===== config.mk =====
export PLATFORM = sky130hd
export DESIGN_NAME = burst_rssi_capture
export DESIGN_NICKNAME = d
export VERILOG_FILES = /design/src/rtl/rssi_pkg.sv /design/src/rtl/rssi_strobe_sync.sv /design/src/rtl/rssi_accum.sv /design/src/rtl/burst_rssi_capture.sv
export SDC_FILE = /design/constraint.sdc
export NUM_CORES = 1
export LEC_CHECK = 0
export ABC_AREA = 1
export BUFFER_PORTS_ARGS = -buffer_cell sky130_fd_sc_hd__buf_2
export CELL_PAD_IN_SITES_DETAIL_PLACEMENT = 1
export CELL_PAD_IN_SITES_GLOBAL_PLACEMENT = 2
export CORE_MARGIN = 2
export CORE_UTILIZATION = 35
export CTS_BUF_LIST = sky130_fd_sc_hd__clkbuf_8 sky130_fd_sc_hd__clkbuf_16
export CTS_CLUSTER_DIAMETER = 150
export DETAILED_ROUTE_END_ITERATION = 7
export PLACE_DENSITY_LB_ADDON = 0.1
export SYNTH_ARGS = -nofsm -noshare
export SYNTH_HDL_FRONTEND = slang
export SYNTH_HIERARCHICAL = 1
export SYNTH_SLANG_ARGS = --single-unit

===== constraint.sdc =====
create_clock -name clk -period 24.7 [get_ports clk]
set_input_delay 1.235 -clock clk [delete_from_list [all_inputs] [get_ports clk]]
set_output_delay 1.235 -clock clk [all_outputs]
set_load 0.02 [all_outputs]

===== src/rtl/rssi_pkg.sv =====
package rssi_pkg;
   typedef enum logic [1:0] {
      CAP_IDLE   = 2'd0,
      CAP_OPEN   = 2'd1,
      CAP_COMMIT = 2'd2
   } cap_state_t;
endpackage


===== src/rtl/rssi_strobe_sync.sv =====
module rssi_strobe_sync #(
   parameter int STAGES = 2
) (
   input  logic clk,
   input  logic rst_n,
   input  logic din,
   output logic rise,
   output logic fall
);
   // chain[STAGES-1] is the synchronised level, chain[STAGES] its history
   logic [STAGES:0] chain;

   always_ff @(posedge clk or negedge rst_n) begin
      if (!rst_n) chain <= '0;
      else        chain <= {chain[STAGES-1:0], din};
   end

   assign rise =  chain[STAGES-1] & ~chain[STAGES];
   assign fall = ~chain[STAGES-1] &  chain[STAGES];
endmodule


===== src/rtl/rssi_accum.sv =====
module rssi_accum #(
   parameter int SAMPLE_W      = 12,
   parameter int AVG_LOG2      = 3,
   parameter bit EXACT_PARTIAL = 1'b1
) (
   input  logic                    clk,
   input  logic                    rst_n,
   input  logic                    clear,
   input  logic                    take,
   input  logic [SAMPLE_W-1:0]     sample,
   output logic [AVG_LOG2:0]       count,
   output logic [SAMPLE_W-1:0]     avg
);
   localparam int SUM_W = SAMPLE_W + AVG_LOG2;
   localparam int CNT_W = AVG_LOG2 + 1;
   localparam logic [CNT_W-1:0] FULL = CNT_W'(1 << AVG_LOG2);

   logic [SUM_W-1:0] sum;
   logic [SAMPLE_W-1:0] partial;

   always_ff @(posedge clk or negedge rst_n) begin
      if (!rst_n) begin
         sum   <= '0;
         count <= '0;
      end else if (clear) begin
         sum   <= '0;
         count <= '0;
      end else if (take && count < FULL) begin
         sum   <= sum + SUM_W'(sample);
         count <= count + 1'b1;
      end
   end

   generate
      if (EXACT_PARTIAL) begin : g_divide
         assign partial = SAMPLE_W'(sum / SUM_W'(count));
      end else begin : g_shift
         assign partial = SAMPLE_W'(sum >> AVG_LOG2);
      end
   endgenerate

   always_comb begin
      if (count == '0)        avg = '0;
      else if (count == FULL) avg = SAMPLE_W'(sum >> AVG_LOG2);
      else                    avg = partial;
   end
endmodule


===== src/rtl/burst_rssi_capture.sv =====
module burst_rssi_capture #(
   parameter int SAMPLE_W      = 12,
   parameter int RESULT_W      = 16,
   parameter int AVG_LOG2      = 3,
   parameter int SYNC_STAGES   = 2,
   parameter bit EXACT_PARTIAL = 1'b1
) (
   input  logic                clk,
   input  logic                rst_n,
   input  logic                acq_strobe,
   output logic                adc_req,
   input  logic                adc_valid,
   input  logic [SAMPLE_W-1:0] adc_data,
   output logic [RESULT_W-1:0] rssi_result,
   output logic                rssi_valid,
   output logic                overrun,
   output logic                underflow
);
   import rssi_pkg::*;

   generate
      if (RESULT_W < SAMPLE_W) begin : g_bad_width
         $error("RESULT_W must be at least SAMPLE_W");
      end
      if (AVG_LOG2 < 1) begin : g_bad_depth
         $error("AVG_LOG2 must be at least 1");
      end
      if (SYNC_STAGES < 2) begin : g_bad_sync
         $error("SYNC_STAGES must be at least 2");
      end
   endgenerate

   cap_state_t state;
   logic rise, fall, take, clear;
   logic [AVG_LOG2:0] count;
   logic [SAMPLE_W-1:0] avg;

   rssi_strobe_sync #(.STAGES(SYNC_STAGES)) u_sync (
      .clk(clk), .rst_n(rst_n), .din(acq_strobe), .rise(rise), .fall(fall)
   );

   assign clear = (state == CAP_IDLE) && rise;
   assign take  = (state == CAP_OPEN) && adc_req && adc_valid && !fall;

   rssi_accum #(
      .SAMPLE_W(SAMPLE_W), .AVG_LOG2(AVG_LOG2), .EXACT_PARTIAL(EXACT_PARTIAL)
   ) u_acc (
      .clk(clk), .rst_n(rst_n), .clear(clear), .take(take),
      .sample(adc_data), .count(count), .avg(avg)
   );

   always_ff @(posedge clk or negedge rst_n) begin
      if (!rst_n) begin
         state       <= CAP_IDLE;
         adc_req     <= 1'b0;
         rssi_result <= '0;
         rssi_valid  <= 1'b0;
         overrun     <= 1'b0;
         underflow   <= 1'b0;
      end else begin
         case (state)
            CAP_IDLE: begin
               if (rise) begin
                  state      <= CAP_OPEN;
                  adc_req    <= 1'b1;
                  rssi_valid <= 1'b0;
                  underflow  <= 1'b0;
               end
            end
            CAP_OPEN: begin
               if (fall) begin
                  state       <= CAP_COMMIT;
                  adc_req     <= 1'b0;
                  rssi_result <= RESULT_W'(avg);
                  underflow   <= (count == '0);
               end else if (rise) begin
                  overrun <= 1'b1;
               end
            end
            CAP_COMMIT: begin
               state      <= CAP_IDLE;
               rssi_valid <= 1'b1;
               if (rise) overrun <= 1'b1;
            end
            default: state <= CAP_IDLE;
         endcase
      end
   end
endmodule


# After elaboration in Yosys (flattened, before gate mapping)
# Index checks and enable logic that the tools add are counted.
[classes] n_addsub=2 n_div=1 n_lt_le_gt_ge=1 eq_ne=6 mux=19 bitwise=4 n_reduce_logical=17
[op_table] operator="2-to-1 mux 15 bit" count=2
[op_table] operator="2-to-1 mux 12 bit" count=2
[op_table] operator="adder 15 x 12 -> 15 bit" count=1
[op_table] operator="divider 15 x 4 -> 15 bit" count=1
[op_table] operator="2-to-1 mux 4 bit" count=2
[op_table] operator="case mux 1 bit (2 select lines)" count=4
[op_table] operator="AND reduction 2 bit" count=4
[op_table] operator="nonzero test 2 bit" count=4
[op_table] operator="2-to-1 mux 1 bit" count=6
[op_table] operator="inequality test 2 bit, second input constant" count=3
[op_table] operator="logical AND 1 bit" count=5
[op_table] operator="adder 4 x 1 -> 4 bit, second input constant" count=1
[op_table] operator="== test 4 bit, second input constant" count=1
[op_table] operator="logical NOT 4 bit" count=1
[op_table] operator="< comparator 4 bit, second input constant" count=1
[op_table] operator="2-to-1 mux 2 bit" count=2
[op_table] operator="case mux 2 bit (2 select lines)" count=1
[op_table] operator="AND reduction 3 bit" count=1
[op_table] operator="AND 1 bit" count=2
[op_table] operator="== test 2 x 1 -> 1 bit, second input constant" count=1
[op_table] operator="== test 2 bit, second input constant" count=1
[op_table] operator="logical NOT 2 bit" count=1
[op_table] operator="NOT 1 bit" count=2
[op_table] operator="logical NOT 1 bit" count=1
[word_totals] reg_bits=40 in_bits=16 output_inout_bits=20

# Logic depth before layout (Yosys ltp)
[logic_depth] ltp_word=7 depth_mapped=163 depth_no_buf=160

# Modules after synthesis
# Netlist, hierarchy kept.
[modules_own_cells] mod="rssi_accum" instances=1 cells_each=979 area_per_inst_um2=5791.8 seq_area_each_um2=475.5
[modules_own_cells] mod="burst_rssi_capture" instances=1 cells_each=91 area_per_inst_um2=768.2 seq_area_each_um2=450.4
[modules_own_cells] mod="rssi_strobe_sync" instances=1 cells_each=7 area_per_inst_um2=90.1 seq_area_each_um2=75.1

# Worst setup path after synthesis
# OpenSTA, ideal clock, no wires.
[synth_path] path_kind="flip-flop to flip-flop" startpoint="register u_acc.count[0]" endpoint="register rssi_result[0]" setup_ps=116 t_arrival_ps=19573 required_ps=24584 setup_slack_ps=5010 stages_incl_launch_ff=157 path_buffers=3 cell_sequence="dfrtp_1 inv_1 ha_1 nand3_1 nand2_1 inv_1 ha_1 o21ai_2 nand2_1 nand2_1 nand2_1 nand2_1 ha_1 nand2_1 nand3_1 nand2_2 nand2_2 nand2_2 [... 121 more ...] inv_2 nand2_1 o21ai_0 ha_1 a21oi_1 o211ai_1 a211oi_1 o211ai_1 nor2_1 nand3_1 nor2_1 nand2_1 nor2_1 nand3_1 nand2_1 inv_1 nand2_1 nand2_1"
[synth_via] elab_chain_cells=3 word_cells_on_any_way=5 cone_classes="1 x div; 1 x eq/ne; 2 x mux; 1 x reduce/logical"
[synth_lines] item="from (decl)" line="rssi_accum.sv:11" text="output logic [AVG_LOG2:0] count,"
[synth_lines] item="from (signal assigned)" line="rssi_accum.sv:30" text="count <= count + 1'b1;"
[synth_lines] item="divider 15 x 4 -> 15 bit / == test 4 bit (equally long branches)" line="rssi_accum.sv:36, rssi_accum.sv:44"
[synth_lines] item="2-to-1 mux 12 bit" line="rssi_accum.sv:44" text="else if (count == FULL) avg = SAMPLE_W'(sum >> AVG_LOG2);"
[synth_lines] item="2-to-1 mux 12 bit *" line="rssi_accum.sv:43" text="if (count == '0) avg = '0;"
[synth_lines] item="named net avg[0]" line="burst_rssi_capture.sv:36" text="logic [SAMPLE_W-1:0] avg;"
[synth_lines] item="to (signal assigned)" line="burst_rssi_capture.sv:74" text="rssi_result <= RESULT_W'(avg);"
[synth_lines] item="to (decl)" line="burst_rssi_capture.sv:14" text="output logic [RESULT_W-1:0] rssi_result,"
# The timed path passes the listed nets; every way through them passes the cells marked *.
# A chain may end at the register's enable or synchronous reset.

# Worst setup path after layout
# Ends and elaborated chain as after synthesis.

==> flow_summary.yaml <==
run_status:
  outcome: "complete, no violations"
timing:
  worst_pin_slew_ns: 0.959
  worst_slew_margin_rel_pct: 36.1
  fin_crit_sh_pct: 89.0
  fin_skew_ns: 0.00290
  period_minus_slack_ns: 21.98
  fmax_ghz: 0.0455
  slew_viol_final: 0
  holdWs_ns: 0.359
  finalHoldViolations: 0
  setup_viol_count_final: 0
global_routing:
  use_met2_pct: 32.6
  antenna_found_initial: 0
  first_global_vias: 6571
  grtUsageMet1_pct: 29.2
  global_route.usage.met3_pct: 1.28
  grt_pass1_wl_mm: 32.6
  gr-total-overflow: 0
  globalRouteTotalUtil_pct: 19.7
  globalRoute.busiestLayer: "met2"
  grt_start_max_net_pins: 41
synth:
  ys_top_cells_by_count: "nand2_1, inv_1, nand3_1"
  syn_area_per_cell_sq_um: 6.17
  yosysTopAreaCellShare_pct: 15.3
  synth-seq-area-share_pct: 15.1
  synth_warnings: 6
  synth_cells: 1077
  yosys.area.top_type: "nand2_1"
  syn-cell-area_sq_um: 6650
  yosys_register_bits: 40
  synth_simple_gate_area_share_pct: 41.8
  synth.distinct_cells: 45
  synth_xor_area_share_pct: 3.95
  synth_edf_count: 0
  synthArstFlopShare_pct: 100
  yosysMostFrequentCell: "nand2_1"
  netlist_top_cells_area: "nand2_1, dfrtp_1, ha_1"
  synth.mux.area_fraction_pct: 0
  synth_compound_area_share_pct: 12.8
  synthAdderAreaFrac_pct: 13.3
  synth_top_family_by_area: "simple AND/OR/NAND/NOR gates"
  synth-main-ff-cell: "dfrtp_1"
routing:
  avgViaCountPerCell: 4.95
  drt_iter0_drc: 182
  num_vias: 6640
  drcViolationCount: 0
  wl_mm: 19.1
  drt_first_pass_iters: 5
  ant_nets: 0
  routedWlPerCell_um: 14.2
critical_path:
  worstSetupPathType: "flip-flop to flip-flop"
  worst_r2r_path_depth: 151
  cpPeakStageDelay_ns: 0.46
  required_ns: 24.88
  critPathMaxFanout: 14
  r2r_setup_slack_ns: 2.72
  arrival_ns: 22.16
  path_common_cell: "nand2_1"
  cp-end-kind: "flip-flop"
  slowest_stage: "dfrtp_1"
  worst_setup_path_start_kind: "flip-flop"
clock_tree:
  cts_root_buf: "clkbuf_16"
  cts_tree: "built"
  clkLatencyLatePin_ns: 0.28
  hold_buffers: 0
  clockBufferDepth: 2
  htreeDepth: 2
  cts_made_buffers: 5
  clk_pin_slew_ns: 0.06
  clock-sinks: 40
cells_and_area:
  synthToLayoutAreaGrowth_pct: 9.35
  fillCellCount: 2571
  final_cells: 1342
  nets: 1193
  final_layout_size_suffix_gt1_share_pct: 12.8
  num_antenna_cells: 0
hold_path:
  hold_class: "flip-flop to flip-flop"
  worstHoldPathCells: 0
floorplan:
  die_area_sq_um: 20100
  core_sq_um: 18700
  die_h_um: 142
  start_util_pct: 35.6
  rows: 50
  dieWidth_um: 142
  io_pins: 36
place:
  place_congestion: 0.792
  hpwlAfterDp_mm: 15.7
  port_buffers: 31
  dp.cells: 1328
flow_run:
  drv_cap: 0
-- metal layers --
metal | vias to the layer above | part of all wire [%]
met2 | 47 | 43
met1 | 3060 | 55
met4 | 0 | 0.45
met3 | 6 | 1.5
met5 | - | 0
li1 | 3527 | -
-- state kept, by name, summed over array words and instances (netlist names) --
| signal | cells |
|---|---|
| rssi_result | 12 |
| u_sync/chain | 3 |
| rssi_valid | 1 |
| underflow | 1 |
| u_acc/sum | 15 |
| state | 2 |
| adc_req | 1 |
| overrun | 1 |
| u_acc/count | 4 |
-- area by class of cell --
type	instances	area [sq um]	share of cell area, %
multi-input cells	822	4840	66.5
flip-flops and latches	40	1000	13.8
inverters	196	741	10.2
well taps	234	293	4.03
repair buffers	42	238	3.27
clock buffers	5	125	1.72
clock inverters	3	38.8	0.533
-- layout by cell type (no fill, tap or decap), types with 21 or more instances in the layout --
master,n
ha_1,69
nand2_1,271
o21ai_0,54
xor2_1,21
nand3_1,96
dfrtp_1,40
a21oi_1,38
buf_2,31
nand4_1,24
inv_1,185
nor2_1,91
nand2_2,21
-- per-stage QoR --
stage / setup slack (ns) / cell area (sq um) / util (%) / setup TNS, ns
final: 2.72 / 7270 / 38.9 / 0
after floorplan: 5.01 / 6660 / - / 0
after global placement: 1.74 / 7020 / 37.5 / 0
after detailed placement: 1.48 / 7020 / 37.5 / 0
after global routing: -0.0257 / 7270 / 38.9 / -0.0257
after CTS: 1.44 / 7190 / 38.4 / 0
-- path summary, 6_finish.rpt --
check / from / end
worst max-delay path: u_acc/count[0]$_DFFE_PN0P_ / rssi_result[0]$_DFFE_PN0P_
worst min-delay path: u_sync/chain[0]$_DFF_PN0_ / u_sync/chain[1]$_DFF_PN0_
worst max register to register: u_acc/count[0]$_DFFE_PN0P_ / rssi_result[0]$_DFFE_PN0P_
worst min register to register: u_sync/chain[0]$_DFF_PN0_ / u_sync/chain[1]$_DFF_PN0_
max in group asynchronous: rst_n / rssi_result[10]$_DFFE_PN0P_
min in group asynchronous: rst_n / u_sync/chain[1]$_DFF_PN0_
-- kinds of logic (layout without fill, tap and decap cells) --
logic type	count (synthesis)	in the layout
compound gates	145	145
xor+xnor	30	30
fa+ha+maj	70	70
buf+inv	218	246
flops	40	40
other cells	1	4
simple gates	573	573
-- critical path: cells and delay by family (launching register included) --
family / cells / cell delay [ns]
buffers and inverters: 23 / 1.85
AO/OA/AOI/OAI: 35 / 5.89
adder cells (fa/ha/maj): 15 / 4.70
flip-flops: 1 / 0.46
AND/OR/NAND/NOR: 78 / 8.92
-- what timing repair did --
| action | CTS | global route |
|---|---|---|
| gates resized for setup | 0 | 9 |
| setup buffers | 0 | 6 |
| setup endpoints to repair | 0 | 1 |
Power is not shown: default switching activity piles up to over one toggle a cycle in this logic, so the estimate is an artifact.
